<file path="config.mk">
export PLATFORM = sky130hd
export DESIGN_NAME = cq_irq_coalescer
export DESIGN_NICKNAME = d
export VERILOG_FILES = /design/src/rtl/irqc_pkg.sv /design/src/rtl/irqc_batch_count.sv /design/src/rtl/irqc_age_timer.sv /design/src/rtl/irqc_ctrl.sv /design/src/rtl/cq_irq_coalescer.sv
export SDC_FILE = /design/constraint.sdc
export NUM_CORES = 1
export LEC_CHECK = 0
export ABC_AREA = 1
export BUFFER_PORTS_ARGS = -buffer_cell sky130_fd_sc_hd__buf_4
export CAP_MARGIN = 0
export CORE_ASPECT_RATIO = 0.7
export CORE_MARGIN = 2
export CORE_UTILIZATION = 55
export DETAILED_ROUTE_END_ITERATION = 10
export PLACE_DENSITY = 0.87
export SYNTH_ARGS = -nofsm -noshare
export SYNTH_HDL_FRONTEND = slang
export SYNTH_SLANG_ARGS = --single-unit
</file>
<file path="constraint.sdc">
create_clock -name clk -period 3.99 [get_ports clk]
set_input_delay 0.399 -clock clk [delete_from_list [all_inputs] [get_ports clk]]
set_output_delay 0.399 -clock clk [all_outputs]
set_load 0.02 [all_outputs]
</file>
<file path="src/rtl/irqc_pkg.sv">
package irqc_pkg;

    // Batch limits that software is expected to program by default
    localparam int DEF_FRAMES = 16;
    localparam int DEF_USECS  = 100;

    typedef enum logic [1:0] {
        ST_IDLE   = 2'd0,   // nothing pending
        ST_GATHER = 2'd1,   // batch open, limits watched
        ST_WAIT   = 2'd2    // request issued, waiting for acknowledge
    } irqc_state_e;

    typedef struct packed {
        logic by_count;
        logic by_time;
    } irqc_hit_t;

    function automatic logic any_hit(input irqc_hit_t h);
        return h.by_count | h.by_time;
    endfunction

endpackage

</file>
<file path="src/rtl/irqc_batch_count.sv">
module irqc_batch_count #(
    parameter int CNT_W = 8
) (
    input  logic             clk,
    input  logic             rst,
    input  logic             evt,
    input  logic             clear,
    output logic [CNT_W-1:0] pend,
    output logic [CNT_W-1:0] cnt_nxt
);
    localparam logic [CNT_W-1:0] CMAX = {CNT_W{1'b1}};

    // Saturating count including the completion of this cycle
    always_comb begin
        cnt_nxt = pend;
        if (evt && pend != CMAX)
            cnt_nxt = pend + 1'b1;
    end

    always_ff @(posedge clk) begin
        if (rst)
            pend <= '0;
        else if (clear)
            pend <= '0;
        else
            pend <= cnt_nxt;
    end

    AST_NO_OVERFLOW: assert property (@(posedge clk) disable iff (rst)
        (pend == CMAX && !clear) |=> (pend == CMAX));

endmodule

</file>
<file path="src/rtl/irqc_age_timer.sv">
module irqc_age_timer #(
    parameter int TIME_W = 16
) (
    input  logic              clk,
    input  logic              rst,
    input  logic              tick,
    input  logic              running,
    input  logic              clear,
    output logic [TIME_W-1:0] elapsed,
    output logic [TIME_W-1:0] time_nxt
);
    localparam logic [TIME_W-1:0] TMAX = {TIME_W{1'b1}};

    always_comb begin
        time_nxt = elapsed;
        if (tick && running && elapsed != TMAX)
            time_nxt = elapsed + 1'b1;
    end

    always_ff @(posedge clk) begin
        if (rst)
            elapsed <= '0;
        else if (clear)
            elapsed <= '0;
        else
            elapsed <= time_nxt;
    end

    AST_TIMER_IDLE: assert property (@(posedge clk) disable iff (rst)
        !running |-> (elapsed == '0));

endmodule

</file>
<file path="src/rtl/irqc_ctrl.sv">
module irqc_ctrl
    import irqc_pkg::*;
#(
    parameter int CNT_W  = 8,
    parameter int TIME_W = 16
) (
    input  logic              clk,
    input  logic              rst,
    input  logic              evt,
    input  logic [CNT_W-1:0]  pend,
    input  logic [CNT_W-1:0]  cnt_nxt,
    input  logic [TIME_W-1:0] time_nxt,
    input  logic [CNT_W-1:0]  frame_limit,
    input  logic [TIME_W-1:0] usec_limit,
    input  logic              irq_ack,
    output logic              fire,
    output logic              irq_req,
    output logic [CNT_W-1:0]  irq_count
);
    localparam logic [CNT_W-1:0] FRAMES_DEF = CNT_W'(DEF_FRAMES);

    irqc_state_e      state, state_nxt;
    irqc_hit_t        hit;
    logic [CNT_W-1:0] frames_eff;

    assign frames_eff   = (frame_limit == '0) ? FRAMES_DEF : frame_limit;
    assign hit.by_count = (cnt_nxt != '0) && (cnt_nxt >= frames_eff);
    assign hit.by_time  = (usec_limit != '0) && (pend != '0) && (time_nxt >= usec_limit);
    assign fire         = (state != ST_WAIT) && any_hit(hit);

    always_comb begin
        state_nxt = state;
        unique case (state)
            ST_IDLE:   if (fire) state_nxt = ST_WAIT;
                       else if (evt) state_nxt = ST_GATHER;
            ST_GATHER: if (fire) state_nxt = ST_WAIT;
            ST_WAIT:   if (irq_ack) state_nxt = (cnt_nxt != '0) ? ST_GATHER : ST_IDLE;
            default:   state_nxt = ST_IDLE;
        endcase
    end

    always_ff @(posedge clk) begin
        if (rst) begin
            state     <= ST_IDLE;
            irq_req   <= 1'b0;
            irq_count <= '0;
        end else begin
            state   <= state_nxt;
            irq_req <= fire;
            if (fire)
                irq_count <= cnt_nxt;
        end
    end

    AST_REQ_PULSE: assert property (@(posedge clk) disable iff (rst)
        irq_req |=> !irq_req);
    AST_COUNT_HELD: assert property (@(posedge clk) disable iff (rst)
        !irq_req |-> $stable(irq_count));
    AST_REQ_NONEMPTY: assert property (@(posedge clk) disable iff (rst)
        irq_req |-> (irq_count != '0));
    AST_HOLD_UNTIL_ACK: assert property (@(posedge clk) disable iff (rst)
        (state == ST_WAIT && !irq_ack) |=> !irq_req);
    AST_FRAME_BOUND: assert property (@(posedge clk) disable iff (rst)
        (irq_req && $past(usec_limit) == '0) |-> (irq_count >= $past(frames_eff)));

endmodule

</file>
<file path="src/rtl/cq_irq_coalescer.sv">
module cq_irq_coalescer #(
    parameter int CNT_W  = 8,
    parameter int TIME_W = 16
) (
    input  logic              clk,
    input  logic              rst,
    input  logic              cmpl_evt,
    input  logic [CNT_W-1:0]  frame_limit,
    input  logic [TIME_W-1:0] usec_limit,
    input  logic              usec_tick,
    input  logic              irq_ack,
    output logic              irq_req,
    output logic [CNT_W-1:0]  irq_count
);
    logic              fire;
    logic [CNT_W-1:0]  pend, cnt_nxt;
    logic [TIME_W-1:0] elapsed, time_nxt;

    irqc_batch_count #(.CNT_W(CNT_W)) u_count (
        .clk     (clk),
        .rst     (rst),
        .evt     (cmpl_evt),
        .clear   (fire),
        .pend    (pend),
        .cnt_nxt (cnt_nxt)
    );

    irqc_age_timer #(.TIME_W(TIME_W)) u_timer (
        .clk      (clk),
        .rst      (rst),
        .tick     (usec_tick),
        .running  (pend != '0),
        .clear    (fire),
        .elapsed  (elapsed),
        .time_nxt (time_nxt)
    );

    irqc_ctrl #(.CNT_W(CNT_W), .TIME_W(TIME_W)) u_ctrl (
        .clk         (clk),
        .rst         (rst),
        .evt         (cmpl_evt),
        .pend        (pend),
        .cnt_nxt     (cnt_nxt),
        .time_nxt    (time_nxt),
        .frame_limit (frame_limit),
        .usec_limit  (usec_limit),
        .irq_ack     (irq_ack),
        .fire        (fire),
        .irq_req     (irq_req),
        .irq_count   (irq_count)
    );

    // elapsed is observed by the timer's own check only
    logic unused_elapsed;
    assign unused_elapsed = ^elapsed;

endmodule

</file>
-- Word level (Yosys, flattened, before mapping)
Index checks and enable logic that the tools add are counted.
- add/sub/neg operators: 2
- magnitude comparators: 2
- equality and inequality tests: 8
- multiplexer cells: 9
- bitwise operators: 1
- reductions and logical operators: 14
- operator list (cell ; count):
    16-bit by 1-bit adder with 16-bit output (second input constant) ; 1
    16-bit >= comparator ; 1
    16-bit 2-to-1 mux ; 1
    8-bit 2-to-1 mux ; 2
    16-bit inequality test (second input constant) ; 1
    16-bit nonzero test ; 1
    8-bit nonzero test ; 2
    8-bit by 1-bit adder with 8-bit output (second input constant) ; 1
    8-bit >= comparator ; 1
    8-bit zero test ; 1
    2-bit 2-to-1 mux ; 4
    8-bit inequality test (second input constant) ; 1
    1-bit logical AND ; 7
    2-bit inequality test (second input constant) ; 3
    2-bit one-hot mux with 3 select lines ; 1
    3-bit inequality test (second input constant) ; 1
    3-bit AND reduction ; 1
    2-bit by 1-bit equality test with 1-bit output (second input constant) ; 1
    2-bit equality test (second input constant) ; 1
    2-bit zero test ; 1
    2-bit OR reduction ; 1
    1-bit 2-to-1 mux ; 1
    1-bit OR ; 1
- bits in registers: 35
- output and inout port bits: 9

-- Longest topological paths before layout
- depth in word-level cells: 10
- mapped depth: 24
- depth with buffers taken out: 24

-- By module
Synthesis repeated with hierarchy kept, for this count alone.
- cell total of the unflattened synthesis: 452
- area total of the unflattened synthesis: 2960.3 um2
- modules (own cells, without submodules) (module ; instances ; cells an instance ; area each (um2) ; sequential area each (um2)):
    irqc_ctrl ; 1 ; 185 ; 1268.7 ; 220.2
    irqc_age_timer ; 1 ; 168 ; 1089.8 ; 320.3
    irqc_batch_count ; 1 ; 84 ; 545.5 ; 160.2
    cq_irq_coalescer ; 1 ; 15 ; 56.3 ; 0.0

-- Least setup slack after synthesis
OpenSTA, ideal clock, no wires.
- path type: reg2reg
- start point: register u_timer.elapsed[0]
- end point: register u_timer.elapsed[11]
- arrival time: 3036 ps
- data required time: 3864 ps
- path slack: 828 ps
- cell stages (with the launch flop): 22
- clock period less this slack: 3162 ps
- path through: dfxtp_1 -> ha_1 -> nand3_1 -> nor2_1 -> nand4_1 -> nand2_1 -> inv_1 -> nand2_1 -> nor2_1 -> xnor2_1 -> inv_1 -> ha_1 -> nand2_1 -> nor4_1 -> nand2_1 -> nand3_1 -> nand2_1 -> nand2_4 -> nand2_8 -> nand2_8 -> buf_12 -> nor2_4
- word-level cells in the longest chain between the ends: 8
- elaborated cells between the ends (all ways): 9
- those cells by class: 1 x add/sub; 1 x order compare; 1 x eq/ne; 1 x mux; 1 x bitwise; 4 x reduce/logical
- RTL lines (what ; RTL line ; RTL):
    start, declared ; irqc_age_timer.sv:9 ; output logic [TIME_W-1:0] elapsed,
    start signal, assigned ; irqc_age_timer.sv:26 ; elapsed <= time_nxt;
    parallel branches: the longest is 2 deep, another holds 16-bit by 1-bit adder with 16-bit output ; - ;
    16-bit 2-to-1 mux * ; irqc_age_timer.sv:16 ; if (tick && running && elapsed != TMAX)
    net time_nxt[14] ; cq_irq_coalescer.sv:17 ; logic [TIME_W-1:0] elapsed, time_nxt;
    16-bit >= comparator * ; irqc_ctrl.sv:28 ; assign hit.by_time = (usec_limit != '0) && (pend != '0) && (time_nxt >= usec_limit);
    1-bit logical AND * ; irqc_ctrl.sv:28 ;
    1-bit OR * ; irqc_pkg.sv:19 ; return h.by_count | h.by_time;
    1-bit logical AND * ; irqc_ctrl.sv:29 ; assign fire = (state != ST_WAIT) && any_hit(hit);
    2-bit OR reduction (no source line) * ; - ;
Mark *: on every way through the listed nets, which the timed path passes.
A chain may end at the register's enable or synchronous reset.

-- Final worst setup path
- start point: register u_timer.elapsed[0]
- end point: register u_count.pend[0]
- word-level cells in the longest chain between the ends: 8
- elaborated cells between the ends (all ways): 9
- those cells by class: 1 x add/sub; 1 x order compare; 1 x eq/ne; 1 x mux; 1 x bitwise; 4 x reduce/logical
- RTL lines (what ; RTL line ; RTL):
    parallel branches: the longest is 2 deep, another holds 16-bit by 1-bit adder with 16-bit output ; - ;
    16-bit 2-to-1 mux * ; irqc_age_timer.sv:16 ;
    net time_nxt[14] ; cq_irq_coalescer.sv:17 ;
    16-bit >= comparator * ; irqc_ctrl.sv:28 ;
    1-bit logical AND * ; irqc_ctrl.sv:28 ;
    1-bit OR * ; irqc_pkg.sv:19 ;
    1-bit logical AND * ; irqc_ctrl.sv:29 ;
    2-bit OR reduction (no source line) * ; - ;
    end signal, assigned ; irqc_batch_count.sv:26 ; pend <= cnt_nxt;
    end, declared ; irqc_batch_count.sv:8 ; output logic [CNT_W-1:0] pend,
Marks and branches as above.

==> flow_summary_export.csv <==
group,metric,value,unit
timing,maxSlewViolCount,0,
power,power_density,343,mW/mm²
clocking,cts_max_path_buffers,2,
worst_setup_path,crit_fanout,13,
clocking,htree_levels,2,
timing,post-route-period-util,94.3,%
route,vias,2510,
logic_synthesis,syn_avg_cell_area,7.27,µm²
clocking,cts-root-buf,"clkbuf_8",
logic_synthesis,seq_area_frac_synth,25.2,%
logic_synthesis,synth_top_area_share,25.2,%
cells_and_area,layout_common_cells,"nand2_1, inv_1, buf_4",
timing,whs,295,ps
logic_synthesis,postSynthCellCount,383,
place,place_congestion,0.941,
power,worst_ir_drop_vdd,0.263,mV
timing,hold_violations,0,
floorplanning,coreArea,0.00483,mm²
cells_and_area,drive_above_1_share,21.7,%
status,outcome,"completed",
timing,post-route-min-period,3760,ps
place,post-place-ws,267,ps
clocking,post-cts-setup-buffer-count,0,
logic_synthesis,synth-edff-count,0,
timing,setup_violations,0,
min_path,hold_path_depth,2,
global_route,grt_max_degree,25,
clocking,cts_buffers,5,
power,p_int,0.738,mW
clocking,post_cts_resized,0,
logic_synthesis,ys_warn_count,0,
cells_and_area,design_area,0.00322,mm²
power,power.leakage,1.68,nW
logic_synthesis,synth_top_area_cell,"dfxtp_1",
flow_run,cap_violations,0,
clocking,cts_tree,"yes",
global_route,track_usage,24.9,%
floorplanning,die-width,89.1,µm
cells_and_area,fill_cells,442,
worst_setup_path,reg2reg_depth,20,
logic_synthesis,ys_ff_latch,35,
global_route,antenna_found_initial,0,
global_route,use_met1,36.4,%
power,switching_share,33.1,%
global_route,top_usage_layer,"met2",
worst_setup_path,startpoint_type,"flop",
logic_synthesis,syn-cell-area,0.00279,mm²
global_route,grt_pass1_vias,2415,
clocking,clkSinkCount,35,
global_route,grt.met3_usage,4.98,%
route,avgViaCountPerCell,5.10,
route,wl,6350,µm
route,route.detailed.drc,0,
place,placedCellCount,483,
global_route,grt_pass1_wl,11100,µm
logic_synthesis,syn_nets,439,
logic_synthesis,synth_cell_types,34,
floorplanning,ioPinCount,38,
place,dpl.hpwl,4870,µm
cells_and_area,layout_commonest_cell,"nand2_1",
floorplanning,die_area,0.00566,mm²
route,drt_iter0_drc,180,
power,p_comb_share,28.1,%
logic_synthesis,async_reset_ff_share,0,%
cells_and_area,final-instance-count-excl-fill,492,
worst_setup_path,required,4170,ps
timing,setup_slack,228,ps
clocking,clk_pin_slew_worst_paths,80,ps
logic_synthesis,synthTopCellsByArea,"dfxtp_1, ha_1, nand2_1",
global_route,gr-total-overflow,0,
cells_and_area,nNetsFinal,478,
route,dr.pass1.iters,5,
route,final_antenna_net_count,0,
clocking,holdBufCountCts,0,
worst_setup_path,worstSetupEndpointType,"flop",
timing,maxSlewHeadroom,66.1,%
timing,tightest_slew,505,ps
floorplanning,start_util,57.6,%
route,drt-wirelength-per-cell,12.9,µm
power,clock_power_share,35.4,%
global_route,met2_usage,37.6,%
worst_setup_path,crit_type,"reg -> reg",
min_path,hold_path.class,"in -> reg",
clocking,worstSkewPairLatency,300,ps
cells_and_area,n_antenna_cell,0,
logic_synthesis,synth_ff_type,"dfxtp_1",
floorplanning,num_rows,21,
power,total_power,1.10,mW
timing,final.setup.tns,0,ps
timing,fmax,0.266,GHz
worst_setup_path,critPathArrivalTime,3940,ps
power,pwr-share-seq,36.5,%
cells_and_area,final_util,66.6,%
place,post_dp_cell_area,0.00307,mm²
power,netSwitchingPower,0.365,mW
cells_and_area,syn_to_final_growth,15.6,%
place,portBuffers,37,
floorplanning,die_h,63.5,µm
timing,worst_clock_skew,11.2,ps
## worst max-delay path, stage by stage (launching register included)
cell and delay, ps:
dfxtp_1 390, ha_1 190, nand3_1 130, nor2_1 180, nand4_1 110, nand2_2 190
inv_1 130, nand2_1 120, nor2_1 60, xnor2_1 280, inv_1 90, ha_1 290
nand2_1 80, nor4_1 420, nand2_1 100, nand3_1 110, nand2_1 130, nand2_4 130
nand2_8 120, nand2_4 340, nor2_2 50
## power groups by stage
stage | Combinational [mW] | Clock, mW | Sequential (mW)
2_1_floorplan | 0.244 | 0 | 0.408
3_3_place_gp | 0.289 | 0 | 0.408
3_5_place_dp | 0.300 | 0 | 0.409
4_1_cts | 0.303 | 0.389 | 0.402
5_1_grt | 0.352 | 0.409 | 0.407
6_report | 0.310 | 0.391 | 0.403
## sequential cells by signal, summed over array words and instances, names as in the netlist
signal,cells
u_timer.elapsed,16
u_count.pend,8
u_ctrl.irq_count,8
u_ctrl.state,2
u_ctrl.irq_req,1
## routing by layer
layer	routed length, µm	vias to the layer above
met5	0	-
met4	76	0
met3	410	10
met2	2790	79
met1	3070	1144
li1	-	1277
## final timing paths
kind,start,end,slack [ps]
setup reg to reg,u_timer.elapsed[0],u_count.pend[0],230
hold reg to reg,u_ctrl.irq_count[4],u_ctrl.irq_count[4],480
hold / removal,rst,u_ctrl.state[0],290
setup / recovery,u_timer.elapsed[0],u_count.pend[0],230
## cells by family (layout without fill, tap and decap cells)
family | count (synthesis) | in the layout | share of synthesized area [%]
simple gates | 200 | 201 | 40.0
buf+inv | 80 | 119 | 12.8
flops | 35 | 35 | 25.2
fa+ha+maj | 27 | 27 | 12.1
compound gates | 26 | 26 | 5.21
xor+xnor | 15 | 15 | 4.72
## cell usage after synthesis, types with 7 or more instances
| library cell | count |
|---|---|
| nand2_1 | 77 |
| inv_1 | 73 |
| dfxtp_1 | 35 |
| nand3_1 | 30 |
| nor2_1 | 28 |
| ha_1 | 27 |
| nor2_4 | 18 |
| a21oi_1 | 13 |
| xor2_1 | 12 |
| nand4_1 | 10 |
| nand2_2 | 9 |
| o21ai_0 | 8 |
| nor2_2 | 7 |
## layout make-up
type / instances / area, µm² / share of cell area (%)
inverters: 74 / 278 / 8.62
clock inverters: 3 / 67.6 / 2.10
clock buffers: 5 / 68.8 / 2.14
repair buffers: 37 / 278 / 8.62
multi-input cells: 269 / 1740 / 54.1
well taps: 69 / 86.3 / 2.68
flip-flops and latches: 35 / 701 / 21.8
No activity file was read; power rests on OpenSTA's default activity.
